$ cat src/rtl/cal_pkg.sv
// Shared field widths, write-target encoding and calendar helper functions.
// Assumes a 12-bit binary year and 1-based month, day and weekday numbering.
package cal_pkg;

    localparam int YEAR_W = 12;
    localparam int MON_W  = 4;
    localparam int DAY_W  = 5;
    localparam int WOM_W  = 3;
    localparam int DOW_W  = 3;
    localparam int HR_W   = 5;
    localparam int MIN_W  = 6;
    localparam int SEC_W  = 6;

    localparam int DATE_W = YEAR_W + MON_W + DAY_W;
    localparam int CLK_W  = HR_W + MIN_W + SEC_W;
    localparam int TIME_W = WOM_W + DOW_W + CLK_W;

    typedef enum logic [1:0] {
        TGT_CAL_DATE = 2'd0,
        TGT_CAL_TIME = 2'd1,
        TGT_ALM_DATE = 2'd2,
        TGT_ALM_TIME = 2'd3
    } wr_target_e;

    // Gregorian leap-year test.
    function automatic logic is_leap(input logic [YEAR_W-1:0] y);
        logic by4, by100, by400;
        by4   = (y % YEAR_W'(4))   == '0;
        by100 = (y % YEAR_W'(100)) == '0;
        by400 = (y % YEAR_W'(400)) == '0;
        return by4 && (!by100 || by400);
    endfunction

    // Last day of a month; out-of-range month codes count as 31 days.
    function automatic logic [DAY_W-1:0] last_day(input logic [YEAR_W-1:0] y,
                                                 input logic [MON_W-1:0]  m);
        case (m)
            MON_W'(2):  return is_leap(y) ? DAY_W'(29) : DAY_W'(28);
            MON_W'(4), MON_W'(6), MON_W'(9), MON_W'(11): return DAY_W'(30);
            default:    return DAY_W'(31);
        endcase
    endfunction

    // Week of the month for a given day: ceiling of day / 7.
    function automatic logic [WOM_W-1:0] week_of(input logic [DAY_W-1:0] d);
        logic [DAY_W:0] s;
        s = {1'b0, d} + (DAY_W+1)'(6);
        return WOM_W'(s / (DAY_W+1)'(7));
    endfunction

endpackage

$ cat src/rtl/cal_tod.sv
// Time-of-day counter: seconds, minutes and hours.
// Assumes tick_i already excludes cycles with a calendar write; load_i wins.
// Exposes the next-state values and the carry into the day.
module cal_tod
    import cal_pkg::*;
(
    input  logic             clk,
    input  logic             rst_n,
    input  logic             tick_i,
    input  logic             load_i,
    input  logic [HR_W-1:0]  ld_hour_i,
    input  logic [MIN_W-1:0] ld_min_i,
    input  logic [SEC_W-1:0] ld_sec_i,
    output logic [HR_W-1:0]  hour_o,
    output logic [MIN_W-1:0] min_o,
    output logic [SEC_W-1:0] sec_o,
    output logic [HR_W-1:0]  nxt_hour_o,
    output logic [MIN_W-1:0] nxt_min_o,
    output logic [SEC_W-1:0] nxt_sec_o,
    output logic             day_carry_o
);
    localparam logic [SEC_W-1:0] SEC_LAST  = SEC_W'(59);
    localparam logic [MIN_W-1:0] MIN_LAST  = MIN_W'(59);
    localparam logic [HR_W-1:0]  HOUR_LAST = HR_W'(23);

    logic [HR_W-1:0]  hour_q;
    logic [MIN_W-1:0] min_q;
    logic [SEC_W-1:0] sec_q;
    logic sec_wrap, min_wrap, hour_wrap;

    // Next-state values for one second of advance, with carries.
    always_comb begin
        sec_wrap   = sec_q  >= SEC_LAST;
        min_wrap   = min_q  >= MIN_LAST;
        hour_wrap  = hour_q >= HOUR_LAST;
        nxt_sec_o  = sec_q;
        nxt_min_o  = min_q;
        nxt_hour_o = hour_q;
        if (tick_i) begin
            nxt_sec_o = sec_wrap ? '0 : sec_q + 1'b1;
            if (sec_wrap) begin
                nxt_min_o = min_wrap ? '0 : min_q + 1'b1;
                if (min_wrap) begin
                    nxt_hour_o = hour_wrap ? '0 : hour_q + 1'b1;
                end
            end
        end
        day_carry_o = tick_i && sec_wrap && min_wrap && hour_wrap;
    end

    // Time-of-day registers: reset, software load, or advance.
    always_ff @(posedge clk) begin
        if (!rst_n) begin
            hour_q <= '0;
            min_q  <= '0;
            sec_q  <= '0;
        end else if (load_i) begin
            hour_q <= ld_hour_i;
            min_q  <= ld_min_i;
            sec_q  <= ld_sec_i;
        end else begin
            hour_q <= nxt_hour_o;
            min_q  <= nxt_min_o;
            sec_q  <= nxt_sec_o;
        end
    end

    assign hour_o = hour_q;
    assign min_o  = min_q;
    assign sec_o  = sec_q;

    // seconds roll from 59 to 0 on a tick
    assert_sec_wrap_R2: assert property (@(posedge clk) disable iff (!rst_n)
        (tick_i && !load_i && sec_q == SEC_LAST) |=> (sec_q == '0));

    // without tick or load the time of day holds
    assert_hold_R2: assert property (@(posedge clk) disable iff (!rst_n)
        (!tick_i && !load_i) |=> ($stable(sec_q) && $stable(min_q) && $stable(hour_q)));

    // a load always lands as written
    assert_load_wins_R8: assert property (@(posedge clk) disable iff (!rst_n)
        load_i |=> (sec_q == $past(ld_sec_i) && min_q == $past(ld_min_i)));

endmodule

$ cat src/rtl/cal_date.sv
// Date counter: year, month, day of month, weekday and week of month.
// Assumes adv_i is the day carry from the time-of-day counter, already
// suppressed in cycles that carry a calendar write.
module cal_date
    import cal_pkg::*;
#(
    parameter logic [YEAR_W-1:0] RESET_YEAR = YEAR_W'(2000)
) (
    input  logic              clk,
    input  logic              rst_n,
    input  logic              adv_i,
    input  logic              ld_date_i,
    input  logic              ld_time_i,
    input  logic [YEAR_W-1:0] ld_year_i,
    input  logic [MON_W-1:0]  ld_mon_i,
    input  logic [DAY_W-1:0]  ld_day_i,
    input  logic [WOM_W-1:0]  ld_wom_i,
    input  logic [DOW_W-1:0]  ld_dow_i,
    output logic [YEAR_W-1:0] year_o,
    output logic [MON_W-1:0]  mon_o,
    output logic [DAY_W-1:0]  day_o,
    output logic [WOM_W-1:0]  wom_o,
    output logic [DOW_W-1:0]  dow_o,
    output logic [YEAR_W-1:0] nxt_year_o,
    output logic [MON_W-1:0]  nxt_mon_o,
    output logic [DAY_W-1:0]  nxt_day_o
);
    localparam logic [MON_W-1:0] MON_LAST = MON_W'(12);
    localparam logic [DOW_W-1:0] DOW_LAST = DOW_W'(7);

    logic [YEAR_W-1:0] year_q;
    logic [MON_W-1:0]  mon_q;
    logic [DAY_W-1:0]  day_q;
    logic [WOM_W-1:0]  wom_q;
    logic [DOW_W-1:0]  dow_q;
    logic [DOW_W-1:0]  nxt_dow;
    logic day_wrap, mon_wrap;

    // Next-state date for one day of advance, with month and year carries.
    always_comb begin
        day_wrap   = day_q >= last_day(year_q, mon_q);
        mon_wrap   = mon_q >= MON_LAST;
        nxt_day_o  = day_q;
        nxt_mon_o  = mon_q;
        nxt_year_o = year_q;
        nxt_dow    = dow_q;
        if (adv_i) begin
            nxt_dow   = (dow_q >= DOW_LAST) ? DOW_W'(1) : dow_q + 1'b1;
            nxt_day_o = day_wrap ? DAY_W'(1) : day_q + 1'b1;
            if (day_wrap) begin
                nxt_mon_o = mon_wrap ? MON_W'(1) : mon_q + 1'b1;
                if (mon_wrap) begin
                    nxt_year_o = year_q + 1'b1;
                end
            end
        end
    end

    // Date registers: reset, date load, time load, or day advance.
    always_ff @(posedge clk) begin
        if (!rst_n) begin
            year_q <= RESET_YEAR;
            mon_q  <= MON_W'(1);
            day_q  <= DAY_W'(1);
            wom_q  <= WOM_W'(1);
            dow_q  <= DOW_W'(1);
        end else if (ld_date_i) begin
            year_q <= ld_year_i;
            mon_q  <= ld_mon_i;
            day_q  <= ld_day_i;
            wom_q  <= week_of(ld_day_i);
        end else if (ld_time_i) begin
            wom_q  <= ld_wom_i;
            dow_q  <= ld_dow_i;
        end else if (adv_i) begin
            year_q <= nxt_year_o;
            mon_q  <= nxt_mon_o;
            day_q  <= nxt_day_o;
            wom_q  <= week_of(nxt_day_o);
            dow_q  <= nxt_dow;
        end
    end

    assign year_o = year_q;
    assign mon_o  = mon_q;
    assign day_o  = day_q;
    assign wom_o  = wom_q;
    assign dow_o  = dow_q;

    // the day after December 31 is January 1 of the next year
    assert_year_carry_R5: assert property (@(posedge clk) disable iff (!rst_n)
        (adv_i && !ld_date_i && !ld_time_i && mon_q == MON_LAST && day_q >= DAY_W'(31))
        |=> (mon_q == MON_W'(1) && day_q == DAY_W'(1) && year_q == YEAR_W'($past(year_q) + 1'b1)));

    // weekday wraps from 7 to 1 on a day carry
    assert_dow_wrap_R6: assert property (@(posedge clk) disable iff (!rst_n)
        (adv_i && !ld_date_i && !ld_time_i && dow_q == DOW_LAST) |=> (dow_q == DOW_W'(1)));

    // without an advance or load the date holds
    assert_date_hold_R3: assert property (@(posedge clk) disable iff (!rst_n)
        (!adv_i && !ld_date_i && !ld_time_i) |=> ($stable(day_q) && $stable(mon_q) && $stable(year_q)));

endmodule

$ cat src/rtl/cal_alarm.sv
// Alarm registers and match detector.
// Assumes the candidate inputs are the calendar's next-state values and that
// upd_i marks an accepted tick. Only the date and clock fields are compared.
module cal_alarm
    import cal_pkg::*;
(
    input  logic              clk,
    input  logic              rst_n,
    input  logic              ld_date_i,
    input  logic              ld_time_i,
    input  logic [TIME_W-1:0] wr_data_i,
    input  logic              upd_i,
    input  logic [DATE_W-1:0] cand_date_i,
    input  logic [CLK_W-1:0]  cand_clk_i,
    output logic [DATE_W-1:0] alarm_date_o,
    output logic [TIME_W-1:0] alarm_time_o,
    output logic              match_o
);
    logic [DATE_W-1:0] alm_date_q;
    logic [TIME_W-1:0] alm_time_q;
    logic              match_q;
    logic              hit;

    // Compare the advanced calendar with the alarm, ignoring week and weekday.
    always_comb begin
        hit = upd_i && (cand_date_i == alm_date_q) && (cand_clk_i == alm_time_q[CLK_W-1:0]);
    end

    // Alarm storage and registered match pulse.
    always_ff @(posedge clk) begin
        if (!rst_n) begin
            alm_date_q <= '0;
            alm_time_q <= '0;
            match_q    <= 1'b0;
        end else begin
            if (ld_date_i) alm_date_q <= wr_data_i[DATE_W-1:0];
            if (ld_time_i) alm_time_q <= wr_data_i;
            match_q <= hit;
        end
    end

    assign alarm_date_o = alm_date_q;
    assign alarm_time_o = alm_time_q;
    assign match_o      = match_q;

    // the match pulse lasts a single clock
    assert_match_pulse_R9: assert property (@(posedge clk) disable iff (!rst_n)
        match_q |=> !match_q);

    // a match only follows an accepted tick, never a plain write
    assert_match_on_tick_R10: assert property (@(posedge clk) disable iff (!rst_n)
        !upd_i |=> !match_q);

endmodule

$ cat src/rtl/cal_keeper.sv
// Calendar counter with alarm match: top level.
// Decodes the write port, blocks ticks in cycles with a calendar write,
// and assembles the packed date and time words from the counters.
module cal_keeper
    import cal_pkg::*;
#(
    parameter int unsigned RESET_YEAR = 2000
) (
    input  logic              clk,
    input  logic              rst_n,
    input  logic              tick_i,
    input  logic              wr_en_i,
    input  logic [1:0]        wr_sel_i,
    input  logic [TIME_W-1:0] wr_data_i,
    output logic [DATE_W-1:0] date_o,
    output logic [TIME_W-1:0] time_o,
    output logic [DATE_W-1:0] alarm_date_o,
    output logic [TIME_W-1:0] alarm_time_o,
    output logic              match_o
);
    logic wr_cal_date, wr_cal_time, wr_alm_date, wr_alm_time, tick_ok;
    logic [HR_W-1:0]   hour, nxt_hour;
    logic [MIN_W-1:0]  minute, nxt_min;
    logic [SEC_W-1:0]  sec, nxt_sec;
    logic [YEAR_W-1:0] year, nxt_year;
    logic [MON_W-1:0]  mon, nxt_mon;
    logic [DAY_W-1:0]  day, nxt_day;
    logic [WOM_W-1:0]  wom;
    logic [DOW_W-1:0]  dow;
    logic              day_carry;

    // Write decode; a calendar write takes priority and drops a tick.
    always_comb begin
        wr_cal_date = wr_en_i && (wr_sel_i == TGT_CAL_DATE);
        wr_cal_time = wr_en_i && (wr_sel_i == TGT_CAL_TIME);
        wr_alm_date = wr_en_i && (wr_sel_i == TGT_ALM_DATE);
        wr_alm_time = wr_en_i && (wr_sel_i == TGT_ALM_TIME);
        tick_ok     = tick_i && !wr_cal_date && !wr_cal_time;
    end

    cal_tod u_tod (
        .clk         (clk),
        .rst_n       (rst_n),
        .tick_i      (tick_ok),
        .load_i      (wr_cal_time),
        .ld_hour_i   (wr_data_i[SEC_W+MIN_W +: HR_W]),
        .ld_min_i    (wr_data_i[SEC_W +: MIN_W]),
        .ld_sec_i    (wr_data_i[SEC_W-1:0]),
        .hour_o      (hour),
        .min_o       (minute),
        .sec_o       (sec),
        .nxt_hour_o  (nxt_hour),
        .nxt_min_o   (nxt_min),
        .nxt_sec_o   (nxt_sec),
        .day_carry_o (day_carry)
    );

    cal_date #(
        .RESET_YEAR (YEAR_W'(RESET_YEAR))
    ) u_date (
        .clk        (clk),
        .rst_n      (rst_n),
        .adv_i      (day_carry),
        .ld_date_i  (wr_cal_date),
        .ld_time_i  (wr_cal_time),
        .ld_year_i  (wr_data_i[DAY_W+MON_W +: YEAR_W]),
        .ld_mon_i   (wr_data_i[DAY_W +: MON_W]),
        .ld_day_i   (wr_data_i[DAY_W-1:0]),
        .ld_wom_i   (wr_data_i[CLK_W+DOW_W +: WOM_W]),
        .ld_dow_i   (wr_data_i[CLK_W +: DOW_W]),
        .year_o     (year),
        .mon_o      (mon),
        .day_o      (day),
        .wom_o      (wom),
        .dow_o      (dow),
        .nxt_year_o (nxt_year),
        .nxt_mon_o  (nxt_mon),
        .nxt_day_o  (nxt_day)
    );

    cal_alarm u_alarm (
        .clk          (clk),
        .rst_n        (rst_n),
        .ld_date_i    (wr_alm_date),
        .ld_time_i    (wr_alm_time),
        .wr_data_i    (wr_data_i),
        .upd_i        (tick_ok),
        .cand_date_i  ({nxt_year, nxt_mon, nxt_day}),
        .cand_clk_i   ({nxt_hour, nxt_min, nxt_sec}),
        .alarm_date_o (alarm_date_o),
        .alarm_time_o (alarm_time_o),
        .match_o      (match_o)
    );

    assign date_o = {year, mon, day};
    assign time_o = {wom, dow, hour, minute, sec};

endmodule

$ cat config.mk
export PLATFORM = sky130hd
export DESIGN_NAME = cal_keeper
export DESIGN_NICKNAME = d
export VERILOG_FILES = /design/src/rtl/cal_pkg.sv /design/src/rtl/cal_tod.sv /design/src/rtl/cal_date.sv /design/src/rtl/cal_alarm.sv /design/src/rtl/cal_keeper.sv
export SDC_FILE = /design/constraint.sdc
export NUM_CORES = 1
export LEC_CHECK = 0
export ABC_CLOCK_PERIOD_IN_PS = 6880
export BUFFER_PORTS_ARGS = -buffer_cell sky130_fd_sc_hd__buf_2
export CORE_ASPECT_RATIO = 1.5
export CORE_MARGIN = 2
export CORE_UTILIZATION = 45
export DETAILED_ROUTE_END_ITERATION = 10
export GPL_ROUTABILITY_DRIVEN = 0
export GPL_TIMING_DRIVEN = 1
export PLACE_DENSITY = 0.72
export SYNTH_ARGS = -nofsm -noshare
export SYNTH_HDL_FRONTEND = slang
export SYNTH_SLANG_ARGS = --single-unit
$ cat constraint.sdc
create_clock -name clk -period 6.88 [get_ports clk]
set_input_delay 1.376 -clock clk [delete_from_list [all_inputs] [get_ports clk]]
set_output_delay 1.376 -clock clk [all_outputs]
set_load 0.05 [all_outputs]
==> key figures <==
Logic synthesis
  • Post-Syn Instances: 920
  • Leading area contributor after synthesis: dfxtp_1
  • Seq/Total Area, Yosys: 26.02%
  • Count leader, synth: nand2_1
  • Synthesized area per cell: 7.442 um^2
  • Top post-synthesis cells by area: dfxtp_1, nand2_1, ha_1
  • Synth cell count leaders: nand2_1, dfxtp_1, nor2_1, o21ai_0, a21oi_1
  • Post-synth EDFFs: 0
  • Syn nets: 975
  • Yosys top cell area share: 26.02%
  • Mapped cell area: 0.006847 mm^2
  • Async S/R FF share, synth: 0%
  • Ys Warns: 0
  • Distinct cell type count of the synthesized netlist: 85
  • Synth Flop Type: dfxtp_1
  • Seq cells post-synth: ~90

Placement
  • Final HPWL DP: 15.91 mm
  • Worst slack at placement: -45.10 ps
  • Port bufs: approximately 120

STA
  • Hold slack: 467.1 ps
  • Worst Max-Slew Pin Slew: roughly 1200 ps
  • Clk_skew: 7.859 ps
  • Final WS setup: 159.7 ps
  • Final setup viols: 0
  • Final min period: 6720 ps
  • Slew Limit Fails: 0
  • Final period util: ~98%
  • Final Hold Fails: 0
  • FMAX: around 0.15 GHz
  • Max-slew headroom: 20.19%

GRT
  • Antenna violations before repair: 0
  • Global-route wire length before repair: 34.33 mm
  • Grt ovf: 0
  • GRT Util Overall: approximately a quarter
  • Vias in the first global route: 6787
  • Pin count of the biggest net entering global routing: 60

Min path
  • Hold path endpoint: u_alarm.alarm_time_o[22]
  • HP Start: u_alarm.alarm_time_o[22]
  • Min-delay worst type: reg2reg
  • Hold Path Depth: 2

Worst setup path
  • Worst reg2reg setup slack: between 150 and 200 ps
  • Largest stage delay, worst path: 540 ps
  • Reg2reg start: u_date.year_o[9]
  • Crit Path Category: reg2reg
  • WP data arrival: 6940 ps
  • Worst R2R Path Depth: 31
  • Critical Path Source Type: flip-flop
  • Worst setup EP type: flip-flop
  • Critical Path RT: 7100 ps
  • CP max FO: 7
  • Most frequent cell on the critical path: o211ai_1
  • Capture point of the worst reg-to-reg path: u_date.wom_o[0]
  • CP max stage cell: or4_4

Power and ir drop
  • Pwr Density: 183.4 mW/mm^2
  • Pleak: 3.398 nW
  • VDD IR max: 149.1 uV

Outcome
  • Status: finished, final reports clean

Route
  • DRC violations left: 0
  • Post-route ant nets: 0
  • DRT iter0 DRCs: ~500
  • DR pass1 iterations: 5
  • Total wire length: 22.21 mm
  • Via count: 7353
  • WL/cell: 17.93 um
  • Vias per cell: 5.935

Floorplan
  • Die width: 104.7 um
  • Core Area: 0.01500 mm^2
  • Rows: 55
  • Die area: 0.01624 mm^2
  • Chip Height: 155.1 um
  • I/O pin cnt: 118
  • Starting Density: 45.64%

Clock network
  • CTS Sinks: 89
  • Clk root buf: clkbuf_16
  • CTS buffer count: 9
  • Clk Latency, worst-skew pair: around 350 ps
  • CTS Hold Bufs: 0
  • Clk slew on worst S/H paths: approximately 70 ps
  • H-tree depth: 3
  • Maximum buffer depth of the clock tree: 2
  • CTS tree: done

Flow run
  • Max Cap Viol: 0

Cells and area
  • Layout fillers: between 1000 and 1500
  • Multi-input logic area: between 0.004 and 0.005 mm^2
  • Ant diodes: 0
  • Area growth from synthesis to layout: 20.41%
  • Register area: 0.001808 mm^2
  • Layout cells sized above 1: 23.37%
  • Final net count: 1090
==> how the worst max path moves through the flow <==
stage	from	to	slack, ps
after detailed placement	u_date.year_o[10]	u_date.wom_o[0]	-50
after global placement	u_date.year_o[6]	u_date.wom_o[0]	130
after floorplan	u_date.year_o[8]	u_date.wom_o[0]	20
after CTS	u_date.year_o[8]	u_date.wom_o[0]	2
after global routing	u_date.year_o[9]	u_date.wom_o[0]	-120
final	u_date.year_o[9]	u_date.wom_o[0]	160
==> cell families after synthesis <==
| family | Yosys count | synth area share [%] |
|---|---|---|
| fa+ha+maj | 27 | 4.898 |
| compound gates | 279 | 28.40 |
| flops | 89 | 26.02 |
| mux | 12 | 1.791 |
| xor+xnor | 59 | 7.548 |
| buf+inv | 79 | 5.007 |
| simple gates | 375 | 26.33 |
==> report_power, final <==
part / internal, mW / switching [mW] / total (mW)
clock network: 0.248 / 0.227 / 0.475
logic: 0.168 / 0.298 / 0.467
registers: 0.535 / 0.0349 / 0.570
total: 0.952 / 0.561 / 1.51
==> critical path: cells and delay by family, from the launching register on <==
kind                       cells  cell delay (ps)
AOI/OAI and AO/OA             15             2960
xor gates and xnor gates       1              160
adders and majority gates      3              690
buffers and inverters          3              440
DFF                            1              370
muxes                          1              310
and+or+nand+nor                8             1650
==> cell type report <==
class / count / share of cell area (%)
well taps: 199 / 3.020
flip-flops and latches: 89 / 21.93
inverters: 24 / 1.093
clock buffers: 9 / 2.732
multi-input cells: 752 / 59.61
clock inverters: 7 / 0.6374
repair buffers: 159 / 10.97
==> stage by stage <==
stage               TNS (ps)  utilization, %  area, um^2  cells  power [mW]
CTS                        0           52.50        7876   1217       1.465
finish                     0           54.95        8244   1239       1.512
floorplan                  0               -        6852    920      0.8895
detailed placement    -45.10           50.55        7584   1201      0.9954
global placement           0           50.55        7584   1201      0.9895
global route          -225.8           54.95        8244   1239       1.575
==> state kept, by name, indices dropped and copies added, names as in the netlist <==
name	flops
u_alarm.alarm_date_o	21
u_alarm.alarm_time_o	23
u_alarm.match_o	1
u_date.day_o	5
u_date.dow_o	3
u_date.mon_o	4
u_date.wom_o	3
u_date.year_o	12
u_tod.hour_o	5
u_tod.min_o	6
u_tod.sec_o	6
==> timing repair <==
item | CTS | global route
pin swaps | 0 | 23
gates cloned | 0 | 0
buffers inserted | 0 | 22
resized for setup | 5 | 51
setup endpoints to repair | 2 | 3
==> layer usage <==
layer | vias to the layer above | wire length, um | global-route usage (%) | part of all wire (%)
met5 | - | 0 | 0 | 0
met4 | 0 | 1248 | 13.33 | 5.6
met3 | 98 | 1310 | 4.022 | 5.9
met2 | 313 | 11120 | 47.18 | 50
met1 | 3405 | 8537 | 29.45 | 38
li1 | 3537 | - | - | -
==> cells in the final DEF, fill, tap and decap left out, types with 25 or more instances in the layout <==
| cell | synthesis | routed |
|---|---|---|
| a21boi_0 | 40 | 39 |
| xor2_1 | 26 | 25 |
| dfxtp_1 | 89 | 82 |
| nand3_1 | 26 | 25 |
| xnor2_1 | 33 | 33 |
| a21oi_1 | 45 | 44 |
| nor2_1 | 86 | 84 |
| buf_4 | 5 | 41 |
| buf_2 | 16 | 117 |
| nand2_1 | 155 | 155 |
| o21ai_0 | 56 | 52 |
Note: power is estimated with default switching activity, not from simulation.
